## src/rtl/i2cb_pkg.sv

```systemverilog
package i2cb_pkg;

    localparam int         BLK_BYTES    = 7;
    localparam int         BLK_W        = BLK_BYTES * 8;
    localparam logic [7:0] CMD_BASE_DEF = 8'hE0;

    localparam logic [2:0] SEL_SETPT  = 3'd0;
    localparam logic [2:0] SEL_MEAS   = 3'd1;
    localparam logic [2:0] SEL_CTRL   = 3'd3;
    localparam logic [2:0] SEL_TRIM   = 3'd4;
    localparam logic [2:0] SEL_THRESH = 3'd5;

    typedef enum logic [2:0] {
        PH_IDLE,
        PH_ADDR,
        PH_CMD,
        PH_LENW,
        PH_WDATA,
        PH_LENR,
        PH_RDATA,
        PH_SKIP
    } phase_e;

    // control word: current limit, voltage limit, two dead-time codes, open-loop duty
    localparam logic [BLK_W-1:0] CTRL_RST =
        {16'd0, 10'd1023, 10'd1023, 3'd3, 3'd3, 9'h0FF, 5'd0};

    // threshold word: input high/low, output high/low
    localparam logic [BLK_W-1:0] THRESH_RST =
        {16'd0, 10'd40, 10'd24, 10'd40, 10'd24};

    function automatic logic sel_writable(input logic [2:0] sel);
        return (sel == SEL_CTRL) || (sel == SEL_TRIM) || (sel == SEL_THRESH);
    endfunction

endpackage

```

## src/rtl/i2cb_line_sync.sv

```systemverilog
module i2cb_line_sync #(
    parameter int STAGES = 2
) (
    input  logic clk,
    input  logic rst_n,
    input  logic scl_i,
    input  logic sda_i,
    output logic scl_rise,
    output logic scl_fall,
    output logic start_ev,
    output logic stop_ev,
    output logic sda_s
);
    localparam int DEPTH = STAGES + 2;
    localparam int NLINE = 2;   // index 1 = SCL, index 0 = SDA

    logic [NLINE-1:0] raw;
    logic [NLINE-1:0] cur;
    logic [NLINE-1:0] prv;

    assign raw = {scl_i, sda_i};

    for (genvar g = 0; g < NLINE; g++) begin : g_line
        logic [DEPTH-1:0] pipe_d, pipe_q;

        always_comb begin
            pipe_d = {pipe_q[DEPTH-2:0], raw[g]};
        end

        always_ff @(posedge clk or negedge rst_n) begin
            if (!rst_n) pipe_q <= '1;
            else        pipe_q <= pipe_d;
        end

        assign cur[g] = pipe_q[DEPTH-2];
        assign prv[g] = pipe_q[DEPTH-1];
    end

    assign scl_rise = cur[1] & ~prv[1];
    assign scl_fall = ~cur[1] & prv[1];
    assign start_ev = cur[1] & prv[1] & prv[0] & ~cur[0];
    assign stop_ev  = cur[1] & prv[1] & ~prv[0] & cur[0];
    assign sda_s    = cur[0];

endmodule

```

## src/rtl/i2cb_cfg_regs.sv

```systemverilog
module i2cb_cfg_regs
    import i2cb_pkg::*;
#(
    parameter int               W          = BLK_W,
    parameter logic [W-1:0]     CTRL_INIT  = CTRL_RST,
    parameter logic [W-1:0]     TRIM_INIT  = '0,
    parameter logic [W-1:0]     THR_INIT   = THRESH_RST
) (
    input  logic         clk,
    input  logic         rst_n,
    input  logic         wr_en,
    input  logic [2:0]   sel,
    input  logic [W-1:0] wr_data,
    input  logic [W-1:0] setpt_i,
    input  logic [W-1:0] meas_i,
    output logic [W-1:0] rd_data,
    output logic [W-1:0] ctrl_o,
    output logic [W-1:0] trim_o,
    output logic [W-1:0] thresh_o
);
    typedef struct packed {
        logic [W-1:0] thr;
        logic [W-1:0] trim;
        logic [W-1:0] ctrl;
    } bank_t;

    bank_t bank_d, bank_q;

    always_comb begin
        bank_d = bank_q;
        if (wr_en) begin
            case (sel)
                SEL_CTRL:   bank_d.ctrl = wr_data;
                SEL_TRIM:   bank_d.trim = wr_data;
                SEL_THRESH: bank_d.thr  = wr_data;
                default:    ;
            endcase
        end
    end

    always_ff @(posedge clk or negedge rst_n) begin
        if (!rst_n) bank_q <= '{thr: THR_INIT, trim: TRIM_INIT, ctrl: CTRL_INIT};
        else        bank_q <= bank_d;
    end

    always_comb begin
        case (sel)
            SEL_SETPT:  rd_data = setpt_i;
            SEL_MEAS:   rd_data = meas_i;
            SEL_CTRL:   rd_data = bank_q.ctrl;
            SEL_TRIM:   rd_data = bank_q.trim;
            SEL_THRESH: rd_data = bank_q.thr;
            default:    rd_data = '0;
        endcase
    end

    assign ctrl_o   = bank_q.ctrl;
    assign trim_o   = bank_q.trim;
    assign thresh_o = bank_q.thr;

endmodule

```

## src/rtl/i2c_blk_slave.sv

```systemverilog
module i2c_blk_slave
    import i2cb_pkg::*;
#(
    parameter int         NUM_BYTES   = BLK_BYTES,
    parameter int         ADDR_PINS   = 3,
    parameter int         SYNC_STAGES = 2,
    parameter logic [7:0] CMD_BASE    = CMD_BASE_DEF
) (
    input  logic                     clk,
    input  logic                     rst_n,
    input  logic                     scl_i,
    input  logic                     sda_i,
    output logic                     sda_oe,
    input  logic [ADDR_PINS-1:0]     addr_sel,
    input  logic [NUM_BYTES*8-1:0]   setpt_i,
    input  logic [NUM_BYTES*8-1:0]   meas_i,
    output logic [NUM_BYTES*8-1:0]   ctrl_o,
    output logic [NUM_BYTES*8-1:0]   trim_o,
    output logic [NUM_BYTES*8-1:0]   thresh_o
);
    localparam int               REG_W    = NUM_BYTES * 8;
    localparam int               IDX_W    = (NUM_BYTES > 1) ? $clog2(NUM_BYTES) : 1;
    localparam logic [IDX_W-1:0] IDX_LAST = IDX_W'(NUM_BYTES - 1);
    localparam logic [7:0]       LEN_BYTE = 8'(NUM_BYTES);

    typedef struct packed {
        phase_e             phase;
        phase_e             nxt;
        logic [3:0]         bitc;
        logic [7:0]         sh;
        logic [7:0]         tx;
        logic               drv;
        logic               ack;
        logic               mack;
        logic               cmd_ok;
        logic [2:0]         sel;
        logic [IDX_W-1:0]   idx;
        logic               wlast;
        logic               commit;
        logic [REG_W-1:0]   dbuf;
    } st_t;

    st_t d, q;

    logic             scl_rise, scl_fall, start_ev, stop_ev, sda_s;
    logic [REG_W-1:0] rd_data;
    logic             wr_commit;
    logic [2:0]       wr_sel;

    i2cb_line_sync #(.STAGES(SYNC_STAGES)) u_sync (
        .clk      (clk),
        .rst_n    (rst_n),
        .scl_i    (scl_i),
        .sda_i    (sda_i),
        .scl_rise (scl_rise),
        .scl_fall (scl_fall),
        .start_ev (start_ev),
        .stop_ev  (stop_ev),
        .sda_s    (sda_s)
    );

    i2cb_cfg_regs #(.W(REG_W)) u_regs (
        .clk      (clk),
        .rst_n    (rst_n),
        .wr_en    (wr_commit),
        .sel      (wr_sel),
        .wr_data  (q.dbuf),
        .setpt_i  (setpt_i),
        .meas_i   (meas_i),
        .rd_data  (rd_data),
        .ctrl_o   (ctrl_o),
        .trim_o   (trim_o),
        .thresh_o (thresh_o)
    );

    logic [7:0] b_in;
    logic [7:0] off;
    logic       addr_hit;
    logic       cmd_valid;
    logic       tx_phase;

    always_comb begin
        d         = q;
        d.commit  = 1'b0;
        b_in      = {q.sh[6:0], sda_s};
        off       = b_in - CMD_BASE;
        addr_hit  = (b_in[7:1] == 7'(addr_sel)) && (addr_sel != '0);
        cmd_valid = (b_in >= CMD_BASE) && (off < 8'd6) && (off != 8'(SEL_MEAS + 3'd1));
        tx_phase  = (q.phase == PH_LENR) || (q.phase == PH_RDATA);

        if (stop_ev) begin
            d.phase  = PH_IDLE;
            d.drv    = 1'b0;
            d.bitc   = '0;
            d.cmd_ok = 1'b0;
            d.wlast  = 1'b0;
        end else if (start_ev) begin
            d.phase  = PH_ADDR;
            d.drv    = 1'b0;
            d.bitc   = '0;
            d.wlast  = 1'b0;
        end else if (q.phase != PH_IDLE && q.phase != PH_SKIP) begin
            if (tx_phase) begin
                if (scl_rise) begin
                    if (q.bitc == 4'd8) begin
                        d.bitc = 4'd9;
                        d.mack = ~sda_s;
                    end else if (q.bitc < 4'd8) begin
                        d.bitc = q.bitc + 4'd1;
                    end
                end else if (scl_fall) begin
                    if (q.bitc < 4'd8) begin
                        d.drv = ~q.tx[7];
                        d.tx  = {q.tx[6:0], 1'b0};
                    end else if (q.bitc == 4'd8) begin
                        d.drv = 1'b0;
                    end else if (q.mack && (q.phase == PH_LENR || q.idx != IDX_LAST)) begin
                        d.phase = PH_RDATA;
                        d.idx   = (q.phase == PH_LENR) ? '0 : q.idx + IDX_W'(1);
                        d.drv   = ~q.dbuf[7];
                        d.tx    = {q.dbuf[6:0], 1'b0};
                        d.dbuf  = q.dbuf >> 8;
                        d.bitc  = '0;
                    end else begin
                        d.phase = PH_SKIP;
                        d.drv   = 1'b0;
                    end
                end
            end else begin
                if (scl_rise) begin
                    if (q.bitc < 4'd7) begin
                        d.sh   = b_in;
                        d.bitc = q.bitc + 4'd1;
                    end else if (q.bitc == 4'd7) begin
                        d.sh   = b_in;
                        d.bitc = 4'd8;
                        d.ack  = 1'b0;
                        d.nxt  = PH_SKIP;
                        case (q.phase)
                            PH_ADDR: begin
                                if (addr_hit && !b_in[0]) begin
                                    d.ack    = 1'b1;
                                    d.nxt    = PH_CMD;
                                    d.cmd_ok = 1'b0;
                                end else if (addr_hit && q.cmd_ok) begin
                                    d.ack  = 1'b1;
                                    d.nxt  = PH_LENR;
                                    d.dbuf = rd_data;
                                end
                            end
                            PH_CMD: begin
                                if (cmd_valid) begin
                                    d.ack    = 1'b1;
                                    d.nxt    = PH_LENW;
                                    d.sel    = off[2:0];
                                    d.cmd_ok = 1'b1;
                                end
                            end
                            PH_LENW: begin
                                if (b_in == LEN_BYTE) begin
                                    d.ack = 1'b1;
                                    d.nxt = PH_WDATA;
                                    d.idx = '0;
                                end
                            end
                            PH_WDATA: begin
                                d.ack  = 1'b1;
                                d.dbuf = {b_in, q.dbuf[REG_W-1:8]};
                                if (q.idx == IDX_LAST) begin
                                    d.wlast = 1'b1;
                                end else begin
                                    d.nxt = PH_WDATA;
                                    d.idx = q.idx + IDX_W'(1);
                                end
                            end
                            default: ;
                        endcase
                    end else if (q.bitc == 4'd8) begin
                        d.bitc = 4'd9;
                    end
                end else if (scl_fall) begin
                    if (q.bitc == 4'd8) begin
                        d.drv = q.ack;
                    end else if (q.bitc == 4'd9) begin
                        d.bitc   = '0;
                        d.phase  = q.nxt;
                        d.drv    = 1'b0;
                        d.commit = q.wlast && sel_writable(q.sel);
                        d.wlast  = 1'b0;
                        if (q.nxt == PH_LENR) begin
                            d.drv = ~LEN_BYTE[7];
                            d.tx  = {LEN_BYTE[6:0], 1'b0};
                        end
                    end
                end
            end
        end
    end

    always_ff @(posedge clk or negedge rst_n) begin
        if (!rst_n) begin
            q        <= '0;
            q.phase  <= PH_IDLE;
            q.nxt    <= PH_IDLE;
        end else begin
            q <= d;
        end
    end

    assign sda_oe    = q.drv;
    assign wr_commit = q.commit;
    assign wr_sel    = q.sel;

endmodule

```

## config.mk

```make
export PLATFORM = sky130hd
export DESIGN_NAME = i2c_blk_slave
export DESIGN_NICKNAME = d
export VERILOG_FILES = /design/src/rtl/i2cb_pkg.sv /design/src/rtl/i2cb_line_sync.sv /design/src/rtl/i2cb_cfg_regs.sv /design/src/rtl/i2c_blk_slave.sv
export SDC_FILE = /design/constraint.sdc
export NUM_CORES = 1
export LEC_CHECK = 0
export BUFFER_PORTS_ARGS = -buffer_cell sky130_fd_sc_hd__buf_2
export CORE_MARGIN = 2
export CORE_UTILIZATION = 51
export DETAILED_ROUTE_END_ITERATION = 12
export PLACE_DENSITY = 0.78
export SETUP_SLACK_MARGIN = 0.3
export SLEW_MARGIN = 30
export SYNTH_ARGS = -nofsm -noshare
export SYNTH_HDL_FRONTEND = slang
export SYNTH_SLANG_ARGS = --single-unit
```

## constraint.sdc

```tcl
create_clock -name clk -period 2.2 [get_ports clk]
set_input_delay 0.33 -clock clk [delete_from_list [all_inputs] [get_ports clk]]
set_output_delay 0.33 -clock clk [all_outputs]
set_load 0.01 [all_outputs]
```

==> impl_metrics.py, run 1 <==
metrics = {
    "layout": {
        "design_area_um2": 19300,
        "drive_gt1_share_pct": 53.6,
        "layout.cells.non_filler": 1983,
        "nets": 1710,
        "area_growth_pct": 34.1,
    },
    "clocking": {
        "clockRootBuffer": "clkbuf_16",
        "numCtsBuffers": 29,
        "clockBufferDepth": 3,
        "cts-htree-levels": 1,
        "path_clk_slew_ns": 0.06,
        "tritoncts": "done",
        "cts.sinks": 268,
        "clk_latency_ns": 0.57,
    },
    "sta": {
        "fin_skew_ns": 0.0139,
        "grt_setup_unrepaired": "true",
        "relSlewSlack_pct": 59.9,
        "tns_ns": -0.450,
        "worst_pin_slew_ns": 0.596,
        "finalSetupViolCount": 21,
        "maxSlewViolCount": 0,
        "hold_viol_final": 0,
        "hold_slack_ns": 0.274,
        "fin_ws_ns": -0.0316,
        "min_period_over_period_pct": 101,
        "fmax_ghz": 0.448,
        "fin_crit_ns": 2.23,
    },
    "global_route": {
        "grt_pass1_wl_um": 67000,
        "grt_start_max_net_pins": 81,
        "grt.overflow.total": 0,
        "first_global_vias": 12000,
        "grt_util_all_layers_pct": 28.8,
        "antenna_found_initial": 1,
    },
    "synthesis": {
        "synth_top_cell_area_share_pct": 38.2,
        "synth_area_leaders": "dfrtp_1 38%, mux2_2 16%, dfstp_2 8.8%, mux2i_1 4.4%, mux2_4 3.8%",
        "ys_ff_latch": 268,
        "synth_edf_count": 0,
        "yosys_warnings": 0,
        "yosysSeqAreaShare_pct": 47.0,
        "synth_nets": 1349,
        "synth-main-ff-cell": "dfrtp_1",
        "syn_area_um2": 14400,
        "synth_common_cells": "220 x dfrtp_1, 205 x mux2_2, 80 x nand2_1",
        "yosysUniqueCellTypes": 74,
        "postSynthCellCount": 1220,
        "synthArstFlopShare_pct": 100,
        "yosys.area.top_type": "dfrtp_1",
        "synth.avg_cell_area_um2": 11.8,
        "yosysMostFrequentCell": "dfrtp_1",
    },
    "floorplanning": {
        "core_region_area_um2": 27800,
        "design.die.area_um2": 29600,
        "ios": 288,
        "rows": 61,
        "die_w_um": 172,
        "start_util_pct": 51.9,
        "die_y_um": 172,
    },
    "setup_path": {
        "start_kind": "flop",
        "r2r_cells": 9,
        "arrival_ns": 2.68,
        "cp-end-kind": "flop",
        "cp.required_ns": 2.65,
        "worst-setup-path-type": "reg -> reg",
        "cp_max_fo": 10,
    },
    "placed_design": {
        "pre_cts_ws_ns": 0.0395,
        "placed_area_um2": 16900,
        "placedCellCount": 1868,
        "dp_hpwl_um": 28900,
        "place_congestion": 0.889,
        "port_buffers": 287,
    },
    "pwr": {
        "cellLeakagePower_nw": 9.31,
        "vdd_ir_drop_max_uv": 598,
        "powerDensity_nw_per_um2": 545,
    },
    "detailed_routing": {
        "num_vias": 12400,
        "first_iter_violations": 1124,
        "routed_wirelength_um": 46100,
        "avgRoutedWirePerCell_um": 23.2,
        "via_per_inst": 6.25,
        "drtAntennaViolNets": 0,
        "drc": 0,
        "dr.pass1.iters": 6,
    },
    "outcome": {
        "violations": "setup timing",
        "status": "complete, but fails checks",
    },
    "job": {
        "drv_cap": 0,
    },
    "min_path": {
        "hold_path.class": "in -> async",
    },
}
==> power by group <==
part	leakage [nW]	switching, mW	internal (mW)
clock	0.454	2.05	2.78
sequential	3.54	0.0208	4.96
combinational	5.32	0.362	0.359
total	9.31	2.43	8.09
==> critical path: stages (launching register included) <==
cell and delay [ns]:
dfrtp_2 0.46, buf_4 0.17, xor2_4 0.15, and2_4 0.18
o22ai_2 0.21, nand4_4 0.18, buf_12 0.19, buf_12 0.12
buf_16 0.14, mux2_4 0.29
==> flip-flops by register name, indices dropped and copies added, names as in the netlist <==
name / count
wr_sel: 3
u_sync.g_line.pipe_q: 8
u_regs.ctrl_o: 56
wr_commit: 1
sda_oe: 1
u_regs.trim_o: 56
u_regs.thresh_o: 56
q: 80
b_in: 7
==> cell type report <==
class / instances / area, um2
diodes: 1 / 2.50
flip-flops and latches: 268 / 6780
multi-input cells: 824 / 7850
fillers: 1960 / 8450
clock inverters: 8 / 92.6
well taps: 378 / 473
inverters: 16 / 62.6
clock buffers: 46 / 850
repair buffers: 442 / 3220
==> stage by stage <==
stage                     util, %  power (mW)
after floorplan                 -        5.31
after global placement       60.9        5.64
after detailed placement     60.9        5.65
after CTS                    67.1        10.5
after global routing         69.6        10.8
final                        69.6        10.5
==> cells by family after synthesis <==
| family | after synthesis | synth area share (%) |
|---|---|---|
| mux | 310 | 24.9 |
| flops | 268 | 47.0 |
| simple gates | 261 | 9.86 |
| compound gates | 238 | 13.0 |
| buf+inv | 128 | 4.02 |
| fa+ha+maj | 10 | 0.868 |
| xor+xnor | 5 | 0.356 |
==> cell usage in the layout (no fill, tap or decap), types with 4 or more instances in the layout <==
| master | instances |
|---|---|
| a21oi_1 | 11 |
| a221o_1 | 49 |
| a221oi_1 | 46 |
| a22oi_1 | 4 |
| a31oi_1 | 52 |
| buf_12 | 24 |
| buf_16 | 6 |
| buf_2 | 286 |
| buf_4 | 93 |
| buf_6 | 24 |
| clkbuf_1 | 11 |
| clkbuf_16 | 34 |
| clkbuf_8 | 6 |
| dfrtp_1 | 214 |
| dfstp_2 | 48 |
| ha_1 | 6 |
| inv_1 | 12 |
| mux2_2 | 130 |
| mux2_4 | 113 |
| mux2i_1 | 61 |
| mux4_2 | 4 |
| nand2_1 | 73 |
| nand2_2 | 4 |
| nand2b_1 | 5 |
| nand3_1 | 8 |
| nand4b_1 | 51 |
| nor2_1 | 70 |
| nor2b_1 | 4 |
| o211ai_1 | 17 |
| o21ai_0 | 12 |
| o21ai_1 | 4 |
==> final timing paths <==
check	from	to	slack [ns]
max	q[92]	q[30]	-0.03
min	rst_n	u_regs.trim_o[10]	0.27
max reg2reg	q[92]	q[30]	-0.03
min reg2reg	u_sync.g_line[1].pipe_q[0]	u_sync.g_line[1].pipe_q[1]	0.36
max in group asynchronous	rst_n	u_regs.ctrl_o[31]	1.15
min in group clk	setpt_i[54]	q[54]	0.34
==> repair_timing <==
item,4_1_cts,5_1_grt
buffers inserted,35,11
endpoints found under the hold margin,38,0
resized for setup,80,110
cloned,4,7
hold buffers,3,0
endpoints found under the setup margin,202,138
pin swaps,13,21
==> routing by layer <==
layer	wire (um)	up-vias	global-route usage (%)
li1	-	5381	-
met3	3390	119	4.49
met2	22400	596	47.9
met4	1600	0	10.4
met5	0	-	0
met1	18700	6305	38.5
(Power assumes the default switching activity.)
==> run 2: changes to the inputs <==
--- a/config.mk
+++ b/config.mk
@@ -5,11 +5,11 @@
 export SDC_FILE = /design/constraint.sdc
 export NUM_CORES = 1
 export LEC_CHECK = 0
-export BUFFER_PORTS_ARGS = -buffer_cell sky130_fd_sc_hd__buf_2
 export CORE_MARGIN = 2
-export CORE_UTILIZATION = 51
+export CORE_UTILIZATION = 58
 export DETAILED_ROUTE_END_ITERATION = 12
-export PLACE_DENSITY = 0.78
+export DONT_BUFFER_PORTS = 1
+export PLACE_DENSITY = 0.76
 export SETUP_SLACK_MARGIN = 0.3
 export SLEW_MARGIN = 30
 export SYNTH_ARGS = -nofsm -noshare
==> impl_metrics.py, run 2 (same netlist as run 1, synthesis figures left out) <==
metrics = {
    "outcome": {
        "status": "complete, but fails checks",
        "violations": "hold timing",
    },
    "sta": {
        "min_period_over_period_pct": 99.1,
        "relSlewSlack_pct": 52.7,
        "fmax_ghz": 0.459,
        "fin_crit_ns": 2.18,
        "hold_slack_ns": -0.525,
        "maxSlewViolCount": 0,
        "hold_viol_final": 257,
        "grt_setup_unrepaired": "true",
        "fin_skew_ns": 0.0120,
        "worst_pin_slew_ns": 0.710,
        "tns_ns": 0,
        "fin_ws_ns": 0.0204,
        "finalSetupViolCount": 0,
    },
    "pwr": {
        "total_power_mw": 10.1,
        "seq_power_share_pct": 49.5,
        "comb_power_share_pct": 4.7,
        "sw_frac_of_total_pct": 22.2,
        "cellLeakagePower_nw": 7.74,
        "vdd_ir_drop_max_uv": 466,
        "p_int_mw": 7.83,
        "switchingPower_mw": 2.23,
        "pwr-share-clk_pct": 45.7,
        "powerDensity_nw_per_um2": 573,
    },
    "clocking": {
        "clk_latency_ns": 0.55,
        "clockBufferDepth": 3,
        "cts-htree-levels": 1,
        "tritoncts": "done",
        "cts_hold_buf": 2,
        "clockRootBuffer": "clkbuf_16",
        "path_clk_slew_ns": 0.06,
        "cts.sinks": 268,
        "numCtsBuffers": 29,
    },
    "global_route": {
        "grt.overflow.total": 0,
        "first_global_vias": 11000,
        "grt_util_all_layers_pct": 31.3,
        "grt_start_max_net_pins": 269,
        "antenna_found_initial": 0,
        "grt_pass1_wl_um": 64300,
    },
    "setup_path": {
        "arrival_ns": 2.61,
        "cp.required_ns": 2.63,
        "cp_max_fo": 15,
        "start_kind": "flop",
        "cp-end-kind": "flop",
        "worst-setup-path-type": "reg -> reg",
    },
    "detailed_routing": {
        "dr.pass1.iters": 5,
        "num_vias": 11200,
        "routed_wirelength_um": 43500,
        "avgRoutedWirePerCell_um": 26.7,
        "via_per_inst": 6.91,
        "first_iter_violations": 1099,
        "drc": 0,
        "drtAntennaViolNets": 0,
    },
    "floorplanning": {
        "design.die.area_um2": 26100,
        "start_util_pct": 59.2,
        "ios": 288,
        "core_region_area_um2": 24300,
        "rows": 57,
        "die_w_um": 162,
        "die_y_um": 162,
    },
    "layout": {
        "layout_commonest_cell": "dfrtp_1",
        "area_growth_pct": 21.8,
        "regMostFlops": "q",
        "fillers": 1596,
        "antennaDiodeCount": 0,
        "drive_gt1_share_pct": 42.9,
        "nets": 1410,
        "largest_reg_flops": 80,
        "layout.cells.non_filler": 1628,
        "layout_common_cells": "209 x dfrtp_1, 126 x mux2_2, 117 x mux2_4",
    },
    "min_path": {
        "hold_path.class": "in -> async",
    },
    "placed_design": {
        "dp_hpwl_um": 26300,
        "placedCellCount": 1500,
        "port_buffers": 0,
        "pre_cts_ws_ns": 0.0216,
        "place_congestion": 0.929,
    },
    "job": {
        "drv_cap": 0,
    },
}
==> run 2: power groups by stage <==
stage | sequential (mW) | clock (mW) | combinational [mW]
after CTS | 4.98 | 4.64 | 0.433
final | 4.99 | 4.60 | 0.477
after floorplan | 5.05 | 0 | 0.254
after global placement | 5.07 | 0 | 0.332
after global routing | 4.99 | 4.86 | 0.507
after detailed placement | 5.07 | 0 | 0.337
==> run 2: stage by stage <==
step	instance area [um2]	util [%]
after global placement	15100	62.2
after CTS	16900	69.6
after global routing	17600	72.2
after detailed placement	15100	62.2
after floorplan	14500	-
final	17600	72.2
==> run 2: area by class of cell <==
class	instances	area (um2)	area share, %
Clock inverter	8	52.6	0.299
Inverter	16	62.6	0.356
Timing Repair Buffer	142	1570	8.97
Multi-Input combinational cell	824	7840	44.6
Sequential cell	268	6790	38.7
Clock buffer	46	840	4.78
Tap cell	324	405	2.31
==> run 2: layer usage <==
layer	part of all wire, %	GRT usage [%]	vias up
li1	-	-	4770
met4	3.5	11.1	0
met3	8.0	6.37	108
met5	0	0	-
met2	47	50.6	587
met1	41	42.5	5783
==> run 2: worst max-delay path: stages (launching register included) <==
cell and delay [ns]:
dfstp_2 0.57, inv_2 0.06, ha_4 0.19, inv_4 0.07, o211ai_1 0.11, o22ai_2 0.22, nand4_4 0.17, buf_12 0.18
buf_16 0.17, mux2_4 0.31
==> run 2: timing repair <==
action / CTS / global route
resized for setup: 88 / 108
pin swaps: 18 / 20
setup buffers: 48 / 18
gates cloned: 5 / 1
hold endpoints to repair: 270 / 268
endpoints found under the setup margin: 120 / 148
==> run 2: path summary, 6_finish.rpt <==
check / startpoint / slack, ns / end / cells past startpoint
worst min-delay path: rst_n / -0.52 / u_regs.thresh_o[47] / 0
min in group clk: setpt_i[54] / 0.29 / q[54] / 4
worst min register to register: u_sync.g_line[0].pipe_q[1] / 0.36 / u_sync.g_line[0].pipe_q[2] / 0
max in group asynchronous: rst_n / 2.07 / wr_sel[2] / 0
worst max-delay path: u_sync.g_line[1].pipe_q[3] / 0.02 / q[42] / 9
worst max register to register: u_sync.g_line[1].pipe_q[3] / 0.02 / q[42] / 9
==> run 3: changes to the inputs <==
--- a/config.mk
+++ b/config.mk
@@ -6,10 +6,10 @@
 export NUM_CORES = 1
 export LEC_CHECK = 0
 export CORE_MARGIN = 2
-export CORE_UTILIZATION = 58
+export CORE_UTILIZATION = 35
 export DETAILED_ROUTE_END_ITERATION = 12
 export DONT_BUFFER_PORTS = 1
-export PLACE_DENSITY = 0.76
+export PLACE_DENSITY = 0.55
 export SETUP_SLACK_MARGIN = 0.3
 export SLEW_MARGIN = 30
 export SYNTH_ARGS = -nofsm -noshare
==> impl_metrics.py, run 3 (same netlist as run 1, synthesis figures left out) <==
metrics = {
    "placed_design": {
        "placedCellCount": 1722,
        "place_congestion": 0.822,
        "dp_hpwl_um": 29100,
        "port_buffers": 0,
        "pre_cts_ws_ns": 0.0265,
    },
    "layout": {
        "regMostFlops": "q",
        "largest_reg_flops": 80,
        "area_growth_pct": 24.6,
        "antennaDiodeCount": 0,
        "layout.cells.non_filler": 1852,
        "multiInputGateArea_um2": 7570,
        "drive_gt1_share_pct": 43.7,
        "nets": 1424,
        "layout_common_cells": "210 x dfrtp_1, 192 x mux2_2, 96 x buf_4",
        "finalCoreUtilization_pct": 44.1,
        "fillers": 3781,
        "layout_commonest_cell": "dfrtp_1",
        "ff_latch_area_um2": 6790,
    },
    "sta": {
        "min_period_over_period_pct": 95.0,
        "fmax_ghz": 0.479,
        "grt_setup_unrepaired": "true",
        "finalSetupViolCount": 0,
        "maxSlewViolCount": 0,
        "fin_crit_ns": 2.09,
        "relSlewSlack_pct": 55.6,
        "fin_ws_ns": 0.110,
        "hold_slack_ns": -0.513,
        "hold_viol_final": 268,
        "worst_pin_slew_ns": 0.666,
        "tns_ns": 0,
        "fin_skew_ns": 0.0162,
    },
    "clocking": {
        "cts.sinks": 268,
        "clockBufferDepth": 3,
        "cts-htree-levels": 2,
        "numCtsBuffers": 34,
        "clockRootBuffer": "clkbuf_16",
        "tritoncts": "done",
        "clk_latency_ns": 0.54,
        "cts_hold_buf": 2,
        "path_clk_slew_ns": 0.06,
    },
    "global_route": {
        "first_global_vias": 10700,
        "grt.overflow.total": 0,
        "grt_pass1_wl_um": 66100,
        "grt_start_max_net_pins": 269,
        "antenna_found_initial": 0,
        "grt_util_all_layers_pct": 20.4,
    },
    "floorplanning": {
        "rows": 74,
        "die_y_um": 207,
        "core_region_area_um2": 40700,
        "design.die.area_um2": 42800,
        "start_util_pct": 35.4,
        "die_w_um": 207,
        "ios": 288,
    },
    "pwr": {
        "powerDensity_nw_per_um2": 640,
        "vdd_ir_drop_max_uv": 450,
        "cellLeakagePower_nw": 7.87,
    },
    "setup_path": {
        "start_kind": "flop",
        "timing.rr.start": "q[92]",
        "worst-setup-path-type": "reg -> reg",
        "regToRegSetupSlack_ns": 0.11,
        "r2r_cells": 5,
        "cp-end-kind": "flop",
        "worst-path-buf-inv": 1,
        "cp_max_fo": 5,
        "timing.rr.end": "q[57]",
        "cp.required_ns": 2.62,
        "arrival_ns": 2.51,
        "slowest_stage": "dfrtp_2",
        "critPathMaxStageDelay_ns": 0.45,
        "cp_top_family": "compound AO/OA/AOI/OAI gates",
        "path_cells": "buf_12 -> or3b_4 -> o32a_1 -> o41ai_2 -> mux2_2",
    },
    "detailed_routing": {
        "first_iter_violations": 582,
        "drc": 0,
        "drtAntennaViolNets": 0,
        "routed_wirelength_um": 47200,
        "dr.pass1.iters": 5,
        "num_vias": 10900,
        "avgRoutedWirePerCell_um": 25.5,
        "via_per_inst": 5.87,
    },
    "min_path": {
        "hold_path.class": "in -> async",
    },
    "outcome": {
        "status": "complete, but fails checks",
        "violations": "hold timing",
    },
    "job": {
        "drv_cap": 0,
    },
}
run 3: how the worst max path moves through the flow:
| stage | start | to | cells after the start |
|---|---|---|---|
| floorplan | q[92] | q[57] | 6 |
| global placement | b_in[2] | q[59] | 6 |
| detailed placement | b_in[2] | q[58] | 6 |
| CTS | q[92] | q[57] | 5 |
| global route | q[92] | q[57] | 5 |
| finish | q[92] | q[57] | 5 |
run 3: layout make-up:
cell class / count / share of cell area [%]
multi-input cells: 824 / 42.2
flip-flops and latches: 268 / 37.8
repair buffers: 151 / 9.26
clock buffers: 51 / 5.73
well taps: 532 / 3.71
clock inverters: 10 / 0.976
inverters: 16 / 0.349
run 3: metrics by stage:
step           instance area, um2  power, mW
5_1_grt                     17900       11.9
6_report                    17900       11.5
2_1_floorplan               14500       5.31
3_5_place_dp                15500       5.43
3_3_place_gp                15500       5.43
4_1_cts                     17400       11.6
run 3: what timing repair did:
| action | 4_1_cts | 5_1_grt |
|---|---|---|
| buffers inserted | 35 | 21 |
| pin swaps | 17 | 18 |
| gates resized for setup | 70 | 56 |
| hold endpoints to repair | 270 | 268 |
| gates cloned | 4 | 7 |
| endpoints found under the setup margin | 146 | 181 |
run 3: worst register-to-register path: stages (launching register included):
cell and delay, ns:
dfrtp_2 0.45, buf_12 0.15, or3b_4 0.40, o32a_1 0.35, o41ai_2 0.26, mux2_2 0.37
run 3: per-layer routing:
metal | up-vias | track usage, % | share of wire [%] | routed length [um]
li1 | 4799 | - | - | -
met1 | 5676 | 26.7 | 43 | 20400
met4 | 0 | 6.66 | 2.0 | 959
met2 | 347 | 33.1 | 49 | 22900
met3 | 57 | 5.01 | 6.2 | 2930
met5 | - | 0 | 0 | 0
run 3: where the power goes:
group	internal, mW	switching [mW]
registers	4.96	0.0244
clock network	3.82	2.21
logic	0.264	0.210
total	9.04	2.44
